<file path="config.mk">
export PLATFORM = sky130hd
export DESIGN_NAME = upd_coh_ctrl
export DESIGN_NICKNAME = d
export VERILOG_FILES = /design/src/rtl/upd_coh_pkg.sv /design/src/rtl/upd_coh_store.sv /design/src/rtl/upd_coh_snoop.sv /design/src/rtl/upd_coh_fsm.sv /design/src/rtl/upd_coh_ctrl.sv
export SDC_FILE = /design/constraint.sdc
export NUM_CORES = 1
export LEC_CHECK = 0
export BUFFER_PORTS_ARGS = -buffer_cell sky130_fd_sc_hd__buf_4
export CORE_ASPECT_RATIO = 1.75
export CORE_MARGIN = 2
export CORE_UTILIZATION = 35
export DETAILED_ROUTE_END_ITERATION = 12
export GPL_TIMING_DRIVEN = 0
export PLACE_DENSITY = 0.6
export SLEW_MARGIN = 20
export SYNTH_ARGS = -nofsm -noshare
export SYNTH_HDL_FRONTEND = slang
export SYNTH_HIERARCHICAL = 1
export SYNTH_SLANG_ARGS = --single-unit
</file>
<file path="constraint.sdc">
create_clock -name clk -period 4.8 [get_ports clk]
set_input_delay 0.48 -clock clk [delete_from_list [all_inputs] [get_ports clk]]
set_output_delay 0.48 -clock clk [all_outputs]
set_load 0.02 [all_outputs]
</file>
<file path="src/rtl/upd_coh_pkg.sv">
// Package: shared types for the update-based coherence controller.
// Assumes 2-bit state and command codes; the encodings are fixed at the ports.
package upd_coh_pkg;

    typedef enum logic [1:0] {
        LS_SOLE_CLEAN = 2'd0,
        LS_SHR_CLEAN  = 2'd1,
        LS_SHR_OWNER  = 2'd2,
        LS_SOLE_DIRTY = 2'd3
    } line_state_e;

    typedef enum logic [1:0] {
        BC_READ   = 2'd0,
        BC_UPDATE = 2'd1,
        BC_WRBACK = 2'd2
    } bus_cmd_e;

    typedef enum logic [2:0] {
        CS_IDLE,
        CS_WBACK,
        CS_FETCH,
        CS_UPD,
        CS_RESP
    } ctrl_state_e;

    localparam logic SN_READ   = 1'b0;
    localparam logic SN_UPDATE = 1'b1;

    // True for the states that carry the memory write-back duty.
    function automatic logic owns_dirty(line_state_e s);
        return (s == LS_SOLE_DIRTY) || (s == LS_SHR_OWNER);
    endfunction

endpackage

</file>
<file path="src/rtl/upd_coh_store.sv">
// Line store: presence bits, coherence states, tags and data of a
// direct-mapped array. Two read ports (processor side, snoop side) and two
// update ports; the processor-side update is applied after the snoop-side one.
// Assumes NLINES is a power of two.
module upd_coh_store
    import upd_coh_pkg::*;
#(
    parameter int NLINES = 4,
    parameter int WORDS  = 2,
    parameter int DW     = 8,
    parameter int TAGW   = 2
) (
    input  logic                    clk,
    input  logic                    rst_n,
    // processor-side lookup
    input  logic [$clog2(NLINES)-1:0] a_idx,
    output logic                    a_pres,
    output line_state_e             a_state,
    output logic [TAGW-1:0]         a_tag,
    output logic [WORDS*DW-1:0]     a_line,
    // snoop-side lookup
    input  logic [$clog2(NLINES)-1:0] b_idx,
    output logic                    b_pres,
    output line_state_e             b_state,
    output logic [TAGW-1:0]         b_tag,
    output logic [WORDS*DW-1:0]     b_line,
    // snoop-side update
    input  logic                    s_st_en,
    input  line_state_e             s_state,
    input  logic                    s_merge_en,
    input  logic [$clog2(WORDS)-1:0] s_off,
    input  logic [DW-1:0]           s_word,
    // processor-side update
    input  logic                    c_fill_en,
    input  logic [TAGW-1:0]         c_tag,
    input  logic [WORDS*DW-1:0]     c_line,
    input  logic                    c_st_en,
    input  line_state_e             c_state,
    input  logic                    c_wr_en,
    input  logic [$clog2(WORDS)-1:0] c_off,
    input  logic [DW-1:0]           c_word,
    input  logic                    c_drop_en
);

    logic [NLINES-1:0] pres_q;
    line_state_e       st_q   [NLINES];
    logic [TAGW-1:0]   tag_q  [NLINES];
    logic [DW-1:0]     data_q [NLINES][WORDS];

    // Read ports: present the indexed line on both sides.
    always_comb begin
        a_pres  = pres_q[a_idx];
        a_state = st_q[a_idx];
        a_tag   = tag_q[a_idx];
        b_pres  = pres_q[b_idx];
        b_state = st_q[b_idx];
        b_tag   = tag_q[b_idx];
        for (int w = 0; w < WORDS; w++) begin
            a_line[w*DW +: DW] = data_q[a_idx][w];
            b_line[w*DW +: DW] = data_q[b_idx][w];
        end
    end

    // Presence, state and tag update; processor side overrides snoop side.
    always_ff @(posedge clk) begin
        if (!rst_n) begin
            pres_q <= '0;
            for (int n = 0; n < NLINES; n++) begin
                st_q[n]  <= LS_SOLE_CLEAN;
                tag_q[n] <= '0;
            end
        end else begin
            if (s_st_en)   st_q[b_idx] <= s_state;
            if (c_drop_en) pres_q[a_idx] <= 1'b0;
            if (c_fill_en) begin
                pres_q[a_idx] <= 1'b1;
                tag_q[a_idx]  <= c_tag;
            end
            if (c_st_en)   st_q[a_idx] <= c_state;
        end
    end

    // Data update: snoop merge, then fill, then processor word write.
    always_ff @(posedge clk) begin
        if (s_merge_en) data_q[b_idx][s_off] <= s_word;
        if (c_fill_en) begin
            for (int w = 0; w < WORDS; w++) begin
                data_q[a_idx][w] <= c_line[w*DW +: DW];
            end
        end
        if (c_wr_en) data_q[a_idx][c_off] <= c_word;
    end

endmodule

</file>
<file path="src/rtl/upd_coh_snoop.sv">
// Snoop decoder: from the looked-up line and the snooped command, decides
// the copy and supply responses and the next state of the line. Purely
// combinational; assumes the lookup is indexed by the snooped address.
module upd_coh_snoop
    import upd_coh_pkg::*;
#(
    parameter int TAGW = 2
) (
    input  logic            snp_valid,
    input  logic            snp_cmd,
    input  logic [TAGW-1:0] snp_tag,
    input  logic            b_pres,
    input  line_state_e     b_state,
    input  logic [TAGW-1:0] b_tag,
    output logic            copy,
    output logic            supply,
    output logic            st_en,
    output line_state_e     st_next,
    output logic            merge_en
);

    logic hit;

    // Response and state transition for a snooped read or update.
    always_comb begin
        hit      = snp_valid && b_pres && (b_tag == snp_tag);
        copy     = hit;
        supply   = 1'b0;
        st_en    = hit;
        merge_en = 1'b0;
        st_next  = LS_SHR_CLEAN;
        if (hit && snp_cmd == SN_READ) begin
            supply  = owns_dirty(b_state);
            st_next = owns_dirty(b_state) ? LS_SHR_OWNER : LS_SHR_CLEAN;
        end else if (hit) begin
            merge_en = 1'b1;
        end
    end

endmodule

</file>
<file path="src/rtl/upd_coh_fsm.sv">
// Processor-side controller: accepts one request at a time, resolves hits,
// and sequences write-back, fill and update transactions on an atomic bus.
// Assumes no snoop arrives in a cycle in which this cache is granted; a
// snoop in the idle cycle defers acceptance of a new request.
module upd_coh_fsm
    import upd_coh_pkg::*;
#(
    parameter int TAGW = 2,
    parameter int IDXW = 2,
    parameter int OFFW = 1,
    parameter int DW   = 8
) (
    input  logic                     clk,
    input  logic                     rst_n,
    input  logic                     cpu_req,
    input  logic                     cpu_we,
    input  logic [TAGW+IDXW+OFFW-1:0] cpu_addr,
    input  logic [DW-1:0]            cpu_wdata,
    output logic                     cpu_done,
    input  logic                     snp_busy,
    input  logic                     lk_pres,
    input  line_state_e              lk_state,
    input  logic [TAGW-1:0]          lk_tag,
    output logic [IDXW-1:0]          cur_idx,
    output logic [TAGW-1:0]          cur_tag,
    output logic [OFFW-1:0]          cur_off,
    output logic [DW-1:0]            cur_word,
    output logic                     c_fill_en,
    output logic                     c_st_en,
    output line_state_e              c_state,
    output logic                     c_wr_en,
    output logic                     c_drop_en,
    output logic                     bus_req,
    output logic [1:0]               bus_cmd,
    output logic [TAGW+IDXW+OFFW-1:0] bus_addr,
    output logic [DW-1:0]            bus_wdata,
    input  logic                     bus_gnt,
    input  logic                     bus_shared
);

    localparam int AW = TAGW + IDXW + OFFW;

    ctrl_state_e   cs_q, cs_d;
    logic [AW-1:0] op_addr_q;
    logic          op_we_q;
    logic [DW-1:0] op_wdata_q;
    logic [AW-1:0] cur_addr;
    logic          idle, hit, accept;

    // Current operation: the incoming request while idle, else the latched one.
    always_comb begin
        idle     = (cs_q == CS_IDLE);
        cur_addr = idle ? cpu_addr : op_addr_q;
        cur_word = idle ? cpu_wdata : op_wdata_q;
        cur_tag  = cur_addr[AW-1 -: TAGW];
        cur_idx  = cur_addr[OFFW +: IDXW];
        cur_off  = cur_addr[OFFW-1:0];
        hit      = lk_pres && (lk_tag == cur_tag);
        accept   = idle && cpu_req && !snp_busy;
    end

    // Next state, bus request and line-store controls.
    always_comb begin
        cs_d      = cs_q;
        bus_req   = 1'b0;
        bus_cmd   = BC_READ;
        bus_addr  = '0;
        bus_wdata = op_wdata_q;
        cpu_done  = 1'b0;
        c_fill_en = 1'b0;
        c_st_en   = 1'b0;
        c_state   = LS_SOLE_DIRTY;
        c_wr_en   = 1'b0;
        c_drop_en = 1'b0;
        case (cs_q)
            CS_IDLE: begin
                if (accept) begin
                    if (hit && !cpu_we) begin
                        cs_d = CS_RESP;
                    end else if (hit && !(lk_state == LS_SHR_CLEAN || lk_state == LS_SHR_OWNER)) begin
                        c_wr_en = 1'b1;
                        c_st_en = 1'b1;
                        cs_d    = CS_RESP;
                    end else if (hit) begin
                        cs_d = CS_UPD;
                    end else if (lk_pres && owns_dirty(lk_state)) begin
                        cs_d = CS_WBACK;
                    end else begin
                        cs_d = CS_FETCH;
                    end
                end
            end
            CS_WBACK: begin
                bus_req  = 1'b1;
                bus_cmd  = BC_WRBACK;
                bus_addr = {lk_tag, cur_idx, {OFFW{1'b0}}};
                if (bus_gnt) begin
                    c_drop_en = 1'b1;
                    cs_d      = CS_FETCH;
                end
            end
            CS_FETCH: begin
                bus_req  = 1'b1;
                bus_cmd  = BC_READ;
                bus_addr = {cur_tag, cur_idx, {OFFW{1'b0}}};
                if (bus_gnt) begin
                    c_fill_en = 1'b1;
                    c_st_en   = 1'b1;
                    c_state   = bus_shared ? LS_SHR_CLEAN : LS_SOLE_CLEAN;
                    cs_d      = CS_RESP;
                    if (op_we_q && bus_shared) begin
                        cs_d = CS_UPD;
                    end else if (op_we_q) begin
                        c_wr_en = 1'b1;
                        c_state = LS_SOLE_DIRTY;
                    end
                end
            end
            CS_UPD: begin
                bus_req  = 1'b1;
                bus_cmd  = BC_UPDATE;
                bus_addr = op_addr_q;
                if (bus_gnt) begin
                    c_wr_en = 1'b1;
                    c_st_en = 1'b1;
                    c_state = bus_shared ? LS_SHR_OWNER : LS_SOLE_DIRTY;
                    cs_d    = CS_RESP;
                end
            end
            CS_RESP: begin
                cpu_done = 1'b1;
                cs_d     = CS_IDLE;
            end
            default: cs_d = CS_IDLE;
        endcase
    end

    // Controller state register.
    always_ff @(posedge clk) begin
        if (!rst_n) cs_q <= CS_IDLE;
        else        cs_q <= cs_d;
    end

    // Latch the accepted request for the multi-cycle sequences.
    always_ff @(posedge clk) begin
        if (!rst_n) begin
            op_addr_q  <= '0;
            op_we_q    <= 1'b0;
            op_wdata_q <= '0;
        end else if (accept) begin
            op_addr_q  <= cpu_addr;
            op_we_q    <= cpu_we;
            op_wdata_q <= cpu_wdata;
        end
    end

endmodule

</file>
<file path="src/rtl/upd_coh_ctrl.sv">
// Top: update-based snooping coherence controller for one direct-mapped
// write-back cache. Ties the line store, the snoop decoder and the
// processor-side controller together. Assumes an atomic bus and that the
// shared wired-OR is valid in this cache's grant cycle.
module upd_coh_ctrl
    import upd_coh_pkg::*;
#(
    parameter int NLINES = 4,
    parameter int WORDS  = 2,
    parameter int DW     = 8,
    parameter int TAGW   = 2,
    localparam int IDXW  = $clog2(NLINES),
    localparam int OFFW  = $clog2(WORDS),
    localparam int AW    = TAGW + IDXW + OFFW,
    localparam int LW    = WORDS * DW
) (
    input  logic          clk,
    input  logic          rst_n,
    input  logic          cpu_req,
    input  logic          cpu_we,
    input  logic [AW-1:0] cpu_addr,
    input  logic [DW-1:0] cpu_wdata,
    output logic          cpu_done,
    output logic [DW-1:0] cpu_rdata,
    output logic          bus_req,
    output logic [1:0]    bus_cmd,
    output logic [AW-1:0] bus_addr,
    output logic [DW-1:0] bus_wdata,
    output logic [LW-1:0] bus_line,
    input  logic          bus_gnt,
    input  logic [LW-1:0] bus_fill,
    input  logic          bus_shared,
    input  logic          snp_valid,
    input  logic          snp_cmd,
    input  logic [AW-1:0] snp_addr,
    input  logic [DW-1:0] snp_wdata,
    output logic          snp_copy,
    output logic          snp_supply,
    output logic [LW-1:0] snp_line
);

    logic            a_pres, b_pres;
    line_state_e     a_state, b_state;
    logic [TAGW-1:0] a_tag, b_tag;
    logic [LW-1:0]   a_line;
    logic [IDXW-1:0] cur_idx;
    logic [TAGW-1:0] cur_tag;
    logic [OFFW-1:0] cur_off;
    logic [DW-1:0]   cur_word;
    logic            c_fill_en, c_st_en, c_wr_en, c_drop_en;
    line_state_e     c_state;
    logic            s_st_en, s_merge_en;
    line_state_e     s_state;

    upd_coh_store #(
        .NLINES(NLINES), .WORDS(WORDS), .DW(DW), .TAGW(TAGW)
    ) u_store (
        .clk        (clk),
        .rst_n      (rst_n),
        .a_idx      (cur_idx),
        .a_pres     (a_pres),
        .a_state    (a_state),
        .a_tag      (a_tag),
        .a_line     (a_line),
        .b_idx      (snp_addr[OFFW +: IDXW]),
        .b_pres     (b_pres),
        .b_state    (b_state),
        .b_tag      (b_tag),
        .b_line     (snp_line),
        .s_st_en    (s_st_en),
        .s_state    (s_state),
        .s_merge_en (s_merge_en),
        .s_off      (snp_addr[OFFW-1:0]),
        .s_word     (snp_wdata),
        .c_fill_en  (c_fill_en),
        .c_tag      (cur_tag),
        .c_line     (bus_fill),
        .c_st_en    (c_st_en),
        .c_state    (c_state),
        .c_wr_en    (c_wr_en),
        .c_off      (cur_off),
        .c_word     (cur_word),
        .c_drop_en  (c_drop_en)
    );

    upd_coh_snoop #(.TAGW(TAGW)) u_snoop (
        .snp_valid (snp_valid),
        .snp_cmd   (snp_cmd),
        .snp_tag   (snp_addr[AW-1 -: TAGW]),
        .b_pres    (b_pres),
        .b_state   (b_state),
        .b_tag     (b_tag),
        .copy      (snp_copy),
        .supply    (snp_supply),
        .st_en     (s_st_en),
        .st_next   (s_state),
        .merge_en  (s_merge_en)
    );

    upd_coh_fsm #(.TAGW(TAGW), .IDXW(IDXW), .OFFW(OFFW), .DW(DW)) u_fsm (
        .clk        (clk),
        .rst_n      (rst_n),
        .cpu_req    (cpu_req),
        .cpu_we     (cpu_we),
        .cpu_addr   (cpu_addr),
        .cpu_wdata  (cpu_wdata),
        .cpu_done   (cpu_done),
        .snp_busy   (snp_valid),
        .lk_pres    (a_pres),
        .lk_state   (a_state),
        .lk_tag     (a_tag),
        .cur_idx    (cur_idx),
        .cur_tag    (cur_tag),
        .cur_off    (cur_off),
        .cur_word   (cur_word),
        .c_fill_en  (c_fill_en),
        .c_st_en    (c_st_en),
        .c_state    (c_state),
        .c_wr_en    (c_wr_en),
        .c_drop_en  (c_drop_en),
        .bus_req    (bus_req),
        .bus_cmd    (bus_cmd),
        .bus_addr   (bus_addr),
        .bus_wdata  (bus_wdata),
        .bus_gnt    (bus_gnt),
        .bus_shared (bus_shared)
    );

    // Victim line for write-back and the addressed word for the processor.
    always_comb begin
        bus_line  = a_line;
        cpu_rdata = a_line[cur_off*DW +: DW];
    end

endmodule

</file>
Yosys cells after proc, flatten, opt, wreduce, memory -nomap -nowiden
Memory sizes are Yosys's and may differ from the RTL's. Cells that the tools add are included. W data, S select, Z words.

Register bits: 21. RAM bits: 80. Input bits: 50. Memories: 3.

$lt $le $gt $ge: 7. Equality and inequality tests: 15. Shift-type cells: 1. Mux-type cells: 91. Bitwise logic cells: 22. Reductions and logical operators: 26.

Memory list: u_store.data_q (words 4, width 16, read ports 2, clocked after Yosys merged registers in 0, wr ports 2, line upd_coh_store.sv:48) `logic [DW-1:0] data_q [NLINES][WORDS];`; u_store.st_q (words 4, width 2, read ports 2, clocked after Yosys merged registers in 0, wr ports 4, line upd_coh_store.sv:46) `line_state_e st_q [NLINES];`; u_store.tag_q (words 4, width 2, read ports 2, clocked after Yosys merged registers in 0, wr ports 4, line upd_coh_store.sv:47) `logic [TAGW-1:0] tag_q [NLINES];`.

Operator list (number): $mux W1 (50); $mux W16 (2); $mux W2 (13); $mux W3 (8); $mux W8 (3); $demux W8 S1 (2); $or A1 B1 Y1 (16); $shiftx A16 B5 Y8 (1); $pmux W5 S3 (1); $logic_and A1 B1 Y1 (13); $mux W4 (3); $pmux W3 S4 (1); $eq A2 B2 Y1 const B (4); $ne A2 B2 Y1 const B (4); $pmux W2 S2 (2); $reduce_or A2 Y1 (4); $eq A3 B2 Y1 const B (2); $lt A2 B3 Y1 const B (2); $mux W5 (1); $and A4 B4 Y4 (1); $bmux W1 S2 (2); $eq A2 B2 Y1 (2); $ge A2 B2 Y1 const B (2); $lt A2 B1 Y1 const B (2); 16 further kinds (21).

Depth between registers and ports, before layout
Gate-level depths: netlist (run 1). An unclocked memory read counts as a cell.

Depth in word-level cells: 16. Depth in mapped cells: 14. Mapped depth without buffers: 10.

By module
The synthesis (run 1) kept the hierarchy.

Modules (own cells, without submodules): upd_coh_store (times used 1, cells each 351, area an instance 4958.5 µm², seq. area each 2482.4 µm²); upd_coh_fsm (times used 1, cells each 150, area an instance 1169.9 µm², seq. area each 340.3 µm²); upd_coh_ctrl (times used 1, cells each 9, area an instance 131.4 µm², seq. area each 0.0 µm²); upd_coh_snoop (times used 1, cells each 10, area an instance 70.1 µm², seq. area each 0.0 µm²).

Worst setup path before layout (run 1)
OpenSTA, ideal clock, no wires.

Path kind: reg2reg. From: reg u_fsm.cs_q[1]. To: mem u_store/data_q[0][10] in the netlist's numbering (data pin). Setup time: 0.260 ns. Data arrival time: 3.977 ns. Data required time: 4.540 ns. Path slack: 0.564 ns. Stages on the path, launching flop included: 15. Period minus slack after synthesis: 4.236 ns. Cell sequence: dfxtp_1 > buf_2 > nor3_2 > clkbuf_1 > mux2_2 > buf_4 > buf_4 > mux4_2 > xor2_1 > nand4_1 > o22ai_1 > nor2b_2 > buf_6 > mux2_4 > mux2_2.

RTL lines: from (decl) (line upd_coh_fsm.sv:43) `ctrl_state_e cs_q, cs_d;`; from (signal assigned) (line upd_coh_fsm.sv:141) `else cs_q <= cs_d;`; to (decl) (line upd_coh_store.sv:48).

==> results.md, run 1 <==
* Clock buffer depth at 2
* Post-CTS Hold Buffers at 0
* Port bufs at 106
* Die area at 19,200 µm²
* Nets@finish at 690
* Hold/Removal Path Class: in2reg
* Crit path launch type: flip-flop
* H-tree levels at 3
* Yosys warnings at 6
* CP Capture Type: flip-flop
* Num Clock Sinks at 101
* GPL Wtd Cong at 0.849
* Min Hold Slack at 396 ps
* Setup CP Type: reg2reg
* Final instance area at 7790 µm²
* Status: completed
* Routed WL at 19,800 µm
* Num CTS Buffers at 9
* Syn nets at 571
* Final setup viols at 0
* Syn Inst Count at 519
* Routed Antenna Nets at 0
* Cell Area, Placed at 7410 µm²
* Slew Limit Fails at 0
* Avg Cell Area, Syn at 12.2 µm²
* Wire length per cell at 22.6 µm
* Die height at 182 µm
* Final-report hold violation count at 0
* CTS tree: done
* Vias post-DR at 4,993
* Grt ovf at 0
* CP Data Required Time at 4830 ps
* DIE WIDTH at 105 µm
* Total iterations of the first detailed-routing run at 5
* Total track usage at 20.6%
* CORE AREA at 17,800 µm²
* Root Driver: clkbuf_16
* Tcrit/Tclk final at 94.0%
* Unrepaired setup endpoints after global routing: no
* Vias in the first global route at 5,086
* Syn-to-layout area delta at 23.5%
* Crit path time final at 4510 ps
* Fin Clk Skew at 14.3 ps
* # rows at 65
* Drt via density at 5.69
* CP arrival at 4540 ps
* I/O Pins at 109
* Ant. Diodes at 0
* DR DRC count at 0
* Critical path fanouts, max at 10
* Peak supply drop at 0.206 mV
* Largest net degree at the start of global routing at 19
* Initial DRC Count at 344
* Slew @ Worst Pin at 1060 ps
* Fillers at 1,664
* Slew HR at 28.2%
* Clock Latency Late Sink at 350 ps
* First-pass GRT wire length at 29,500 µm
* Total power at 2.20 mW
* PwrDens at 283 nW/µm²
* Mapped cell area at 6310 µm²
* Initial Util at 35.4%
* Fin util at 43.7%
* DPL Wire Length at 15,000 µm
* Worst-path clk slew at 80 ps
* Fmax at 222 MHz
* Initial antenna violation count at 0
* Lkg Pwr at 2.91 nW
* Max cap viols at 0
* Share of layout cells above drive strength 1 at 42.1%
[metrics by stage]
step	setup TNS, ps	cells	setup WS (ps)
after floorplan	0	519	564
after global placement	-63780	859	-753
after detailed placement	-64640	860	-701
after CTS	0	877	124
after global routing	0	877	24.4
final	0	877	289
[critical path: stages (launching register included)]
cell and delay, ps:
dfxtp_1 300, buf_2 170, nor3_4 260, clkbuf_4 290, mux2_2 240, buf_4 200, buf_4 310, mux4_2 610
a21boi_1 180, o21ai_2 240, o22ai_2 160, a21oi_1 480, nand2b_1 450, o21ai_2 290
[per-layer routing]
layer	global-route usage [%]	up-vias	wire length (µm)
met3	2.91	51	1170
li1	-	2251	-
met1	21.6	2447	6720
met5	0	-	0
met2	39.4	244	11100
met4	9.49	0	850
[cell type report]
cell class,instances,area (µm²),share of cell area [%]
buffer,33,173,2.22
clock buffer,10,229,2.94
clock inverter,6,73.8,0.948
inverter,11,41.3,0.530
multi-input combinational,374,3350,43.0
sequential,101,2820,36.2
tap,234,293,3.76
timing repair buffer,108,811,10.4
[what timing repair did]
action | in CTS | in global routing
setup endpoints to repair | 132 | 90
gates resized for setup | 13 | 4
setup buffers | 1 | 0
pin swaps | 1 | 0
[flip-flops by register name, indices dropped and copies added, names as in the netlist]
signal and flops:
u_store/pres_q 4, u_fsm/bus_wdata 8, u_fsm/cs_q 3, u_fsm/op_we_q 1, u_fsm/op_addr_q 5, u_store/st_q 8, u_store/tag_q 8, u_store/data_q 64
[worst paths after layout]
check	from	end	slack (ps)	cells past startpoint
worst min register to register	u_fsm/op_addr_q[1]	u_fsm/op_addr_q[1]	490	2
worst max register to register	u_fsm/cs_q[2]	u_store/data_q[2][1]	290	13
worst max-delay path	u_fsm/cs_q[2]	u_store/data_q[2][1]	290	13
worst min-delay path	cpu_wdata[2]	u_fsm/bus_wdata[2]	400	3
[power by group]
group          switching, mW  internal, mW
clock network          0.338         0.413
logic                  0.266         0.209
registers             0.0113         0.964
total                  0.615          1.59
[layout by cell type, fill, tap and decap left out, drive strengths merged, types with 3 or more instances in the layout]
cell and instances:
a21boi 19, a21oi 3, a22oi 3, a31oi 4, and2 7, buf 124, clkbuf 27, dfxtp 21
edfxtp 80, inv 15, mux2 59, mux2i 12, mux4 41, nand2 59, nand2b 7, nand3 6
nor2 17, nor2b 6, nor3 4, o21ai 85, o31ai 7, or2 3, xor2 4
Power figures use the tool's default switching activity.
==> inputs of run 2 (changes only) <==
--- a/config.mk
+++ b/config.mk
@@ -8,10 +8,10 @@
 export BUFFER_PORTS_ARGS = -buffer_cell sky130_fd_sc_hd__buf_4
 export CORE_ASPECT_RATIO = 1.75
 export CORE_MARGIN = 2
-export CORE_UTILIZATION = 35
+export CORE_UTILIZATION = 40
 export DETAILED_ROUTE_END_ITERATION = 12
 export GPL_TIMING_DRIVEN = 0
-export PLACE_DENSITY = 0.6
+export PLACE_DENSITY = 0.66
 export SLEW_MARGIN = 20
 export SYNTH_ARGS = -nofsm -noshare
 export SYNTH_HDL_FRONTEND = slang
==> results.md, run 2 (synthesized netlist as in run 1, its figures left out) <==
* Final instance area at 7690 µm²
* DR DRC count at 0
* Vias post-DR at 5,029
* Post-CTS Hold Buffers at 0
* CP peak stage delay at 640 ps
* Routed Antenna Nets at 0
* GPL Wtd Cong at 0.952
* H-tree levels at 3
* Num CTS Buffers at 9
* Port bufs at 106
* CP Data Required Time at 4860 ps
* Initial DRC Count at 508
* Clock power frac at 32.7%
* Min-delay src: cpu_wdata[0]
* PwrDens at 280 nW/µm²
* Status: completed
* Lkg Pwr at 2.91 nW
* Placed Cells at 813
* Ant. Diodes at 0
* Setup CP Type: reg2reg
* CORE AREA at 15,400 µm²
* Unrepaired setup endpoints after global routing: yes
* Initial antenna violation count at 0
* Vias in the first global route at 5,185
* CP Depth at 13
* Total track usage at 23.5%
* Critical path fanouts, max at 10
* Min Hold Slack at 392 ps
* Int Pwr at 1.53 mW
* Share of layout cells above drive strength 1 at 41.2%
* Grt ovf at 0
* CP Cell Sequence: buf_2, nor3_4, clkbuf_4, mux2_2, buf_4, buf_6, mux4_2, xor2_2, nand4_1, o22ai_2, nand2_1, mux2i_1, o21ai_0
* Root Driver: clkbuf_16
* Slew HR at 34.4%
* Worst Path Buf+Inv at 4
* Hold/Removal Path Class: in2reg
* Slowest stage cell, crit path: mux2i_1
* Worst-path clk slew at 80 ps
* Crit path launch type: flip-flop
* P_sw at 624 µW
* Fmax at 213 MHz
* Crit path time final at 4690 ps
* CTS tree: done
* Routed WL at 20,000 µm
* DIE WIDTH at 98.9 µm
* Comb power frac at 22.1%
* R2r endpoint: u_store/data_q[2][2]
* First-pass GRT wire length at 29,800 µm
* Reg-to-reg slack, setup at 110 ps
* Commonest non-fill, non-tap cells in the layout: buf_4 (112), edfxtp_1 (80), o21ai_0 (74)
* Initial Util at 41.0%
* Fillers at 1,413
* Peak supply drop at 0.173 mV
* Switching part of the total at 28.9%
* Register area at 2820 µm²
* Clock buffer depth at 2
* Drt via density at 6.07
* # rows at 60
* Area of the multi-input gates at 3330 µm²
* Fin Clk Skew at 9.57 ps
* Slew @ Worst Pin at 978 ps
* Commonest non-fill, non-tap cell in the layout: buf_4
* R2R cell count at 13
* Tcrit/Tclk final at 97.8%
* Clock Latency Late Sink at 350 ps
* Slew Limit Fails at 0
* Cell family with most CP delay: multiplexers
* Crit. Startpoint: u_fsm/cs_q[1]
* Num Clock Sinks at 101
* Nets@finish at 690
* Syn-to-layout area delta at 22.0%
* Fin cells at 829
* Final-report hold violation count at 0
* Die height at 170 µm
* CP Capture Type: flip-flop
* Die area at 16,800 µm²
* Fin util at 50.0%
* Cell Area, Placed at 7360 µm²
* Crit path capture: u_store/data_q[2][2]
* Flop pwr share at 45.2%
* Total iterations of the first detailed-routing run at 5
* RR Startpoint: u_fsm/cs_q[1]
* Final setup viols at 0
* CP arrival at 4750 ps
* Largest net degree at the start of global routing at 19
* I/O Pins at 109
* Largest Register: u_store/data_q
* Wire length per cell at 24.2 µm
* Max reg flops at 64
* DPL Wire Length at 15,600 µm
* Max cap viols at 0
[run 2: cell count changes in the layout (fill, tap and decap cells not counted), moves of 2 or more]
cell / previous run / this run
nand2b_2: 2 / 0
mux2i_1: 9 / 12
inv_6: 4 / 2
nand2b_1: 5 / 7
mux2i_2: 3 / 0
[run 2: what timing repair did]
action | CTS | global route
buffers inserted | 0 | 0
resized for setup | 8 | 5
endpoints found under the setup margin | 128 | 106
gates cloned | 0 | 0
[run 2: metal layers]
| metal | part of all wire, % | global-route usage (%) | up-vias |
|---|---|---|---|
| li1 | - | - | 2238 |
| met1 | 33 | 24.0 | 2473 |
| met2 | 57 | 45.4 | 264 |
| met3 | 5.9 | 3.70 | 54 |
| met4 | 4.3 | 11.0 | 0 |
| met5 | 0 | 0 | - |
[run 2: worst reg2reg max path: stages, from the launching register on]
cell,delay (ps)
dfxtp_1,310
buf_2,180
nor3_4,320
clkbuf_4,310
mux2_2,400
buf_4,210
buf_6,190
mux4_2,520
xor2_2,290
nand4_1,170
o22ai_2,270
nand2_1,370
mux2i_1,640
o21ai_0,230
[run 2: final cells by class]
type,count,share of cell area (%)
multi-input combinational,374,43.2
sequential,101,36.7
timing repair buffer,108,10.5
tap,186,3.02
clock buffer,9,2.93
buffer,33,2.29
clock inverter,7,0.748
inverter,11,0.537
[run 2: how the worst min path moves through the flow]
| stage | end | slack (ps) | cells after the start |
|---|---|---|---|
| after floorplan | u_fsm/op_addr_q[1] | 450 | 2 |
| after global placement | u_fsm/op_addr_q[2] | 470 | 2 |
| after detailed placement | u_fsm/op_addr_q[3] | 480 | 2 |
| after CTS | u_fsm/bus_wdata[0] | 400 | 3 |
| after global routing | u_fsm/op_addr_q[0] | 410 | 3 |
| final | u_fsm/bus_wdata[0] | 390 | 3 |
[run 2: power by group through the flow]
stage          clock network, mW  registers, mW  logic (mW)
2_1_floorplan                  0          0.995       0.283
3_3_place_gp                   0          0.993       0.461
3_5_place_dp                   0          0.995       0.470
4_1_cts                    0.714          0.975       0.475
5_1_grt                    0.744          0.977       0.504
6_report                   0.705          0.975       0.476
[run 2: metrics by stage]
stage | total power, mW | setup TNS [ps] | worst slack, ps
after floorplan | 1.28 | 0 | 564
after global placement | 1.45 | -52350 | -639
after detailed placement | 1.47 | -50200 | -610
after CTS | 2.16 | 0 | 4.69
after global routing | 2.23 | -193 | -41.4
final | 2.16 | 0 | 106
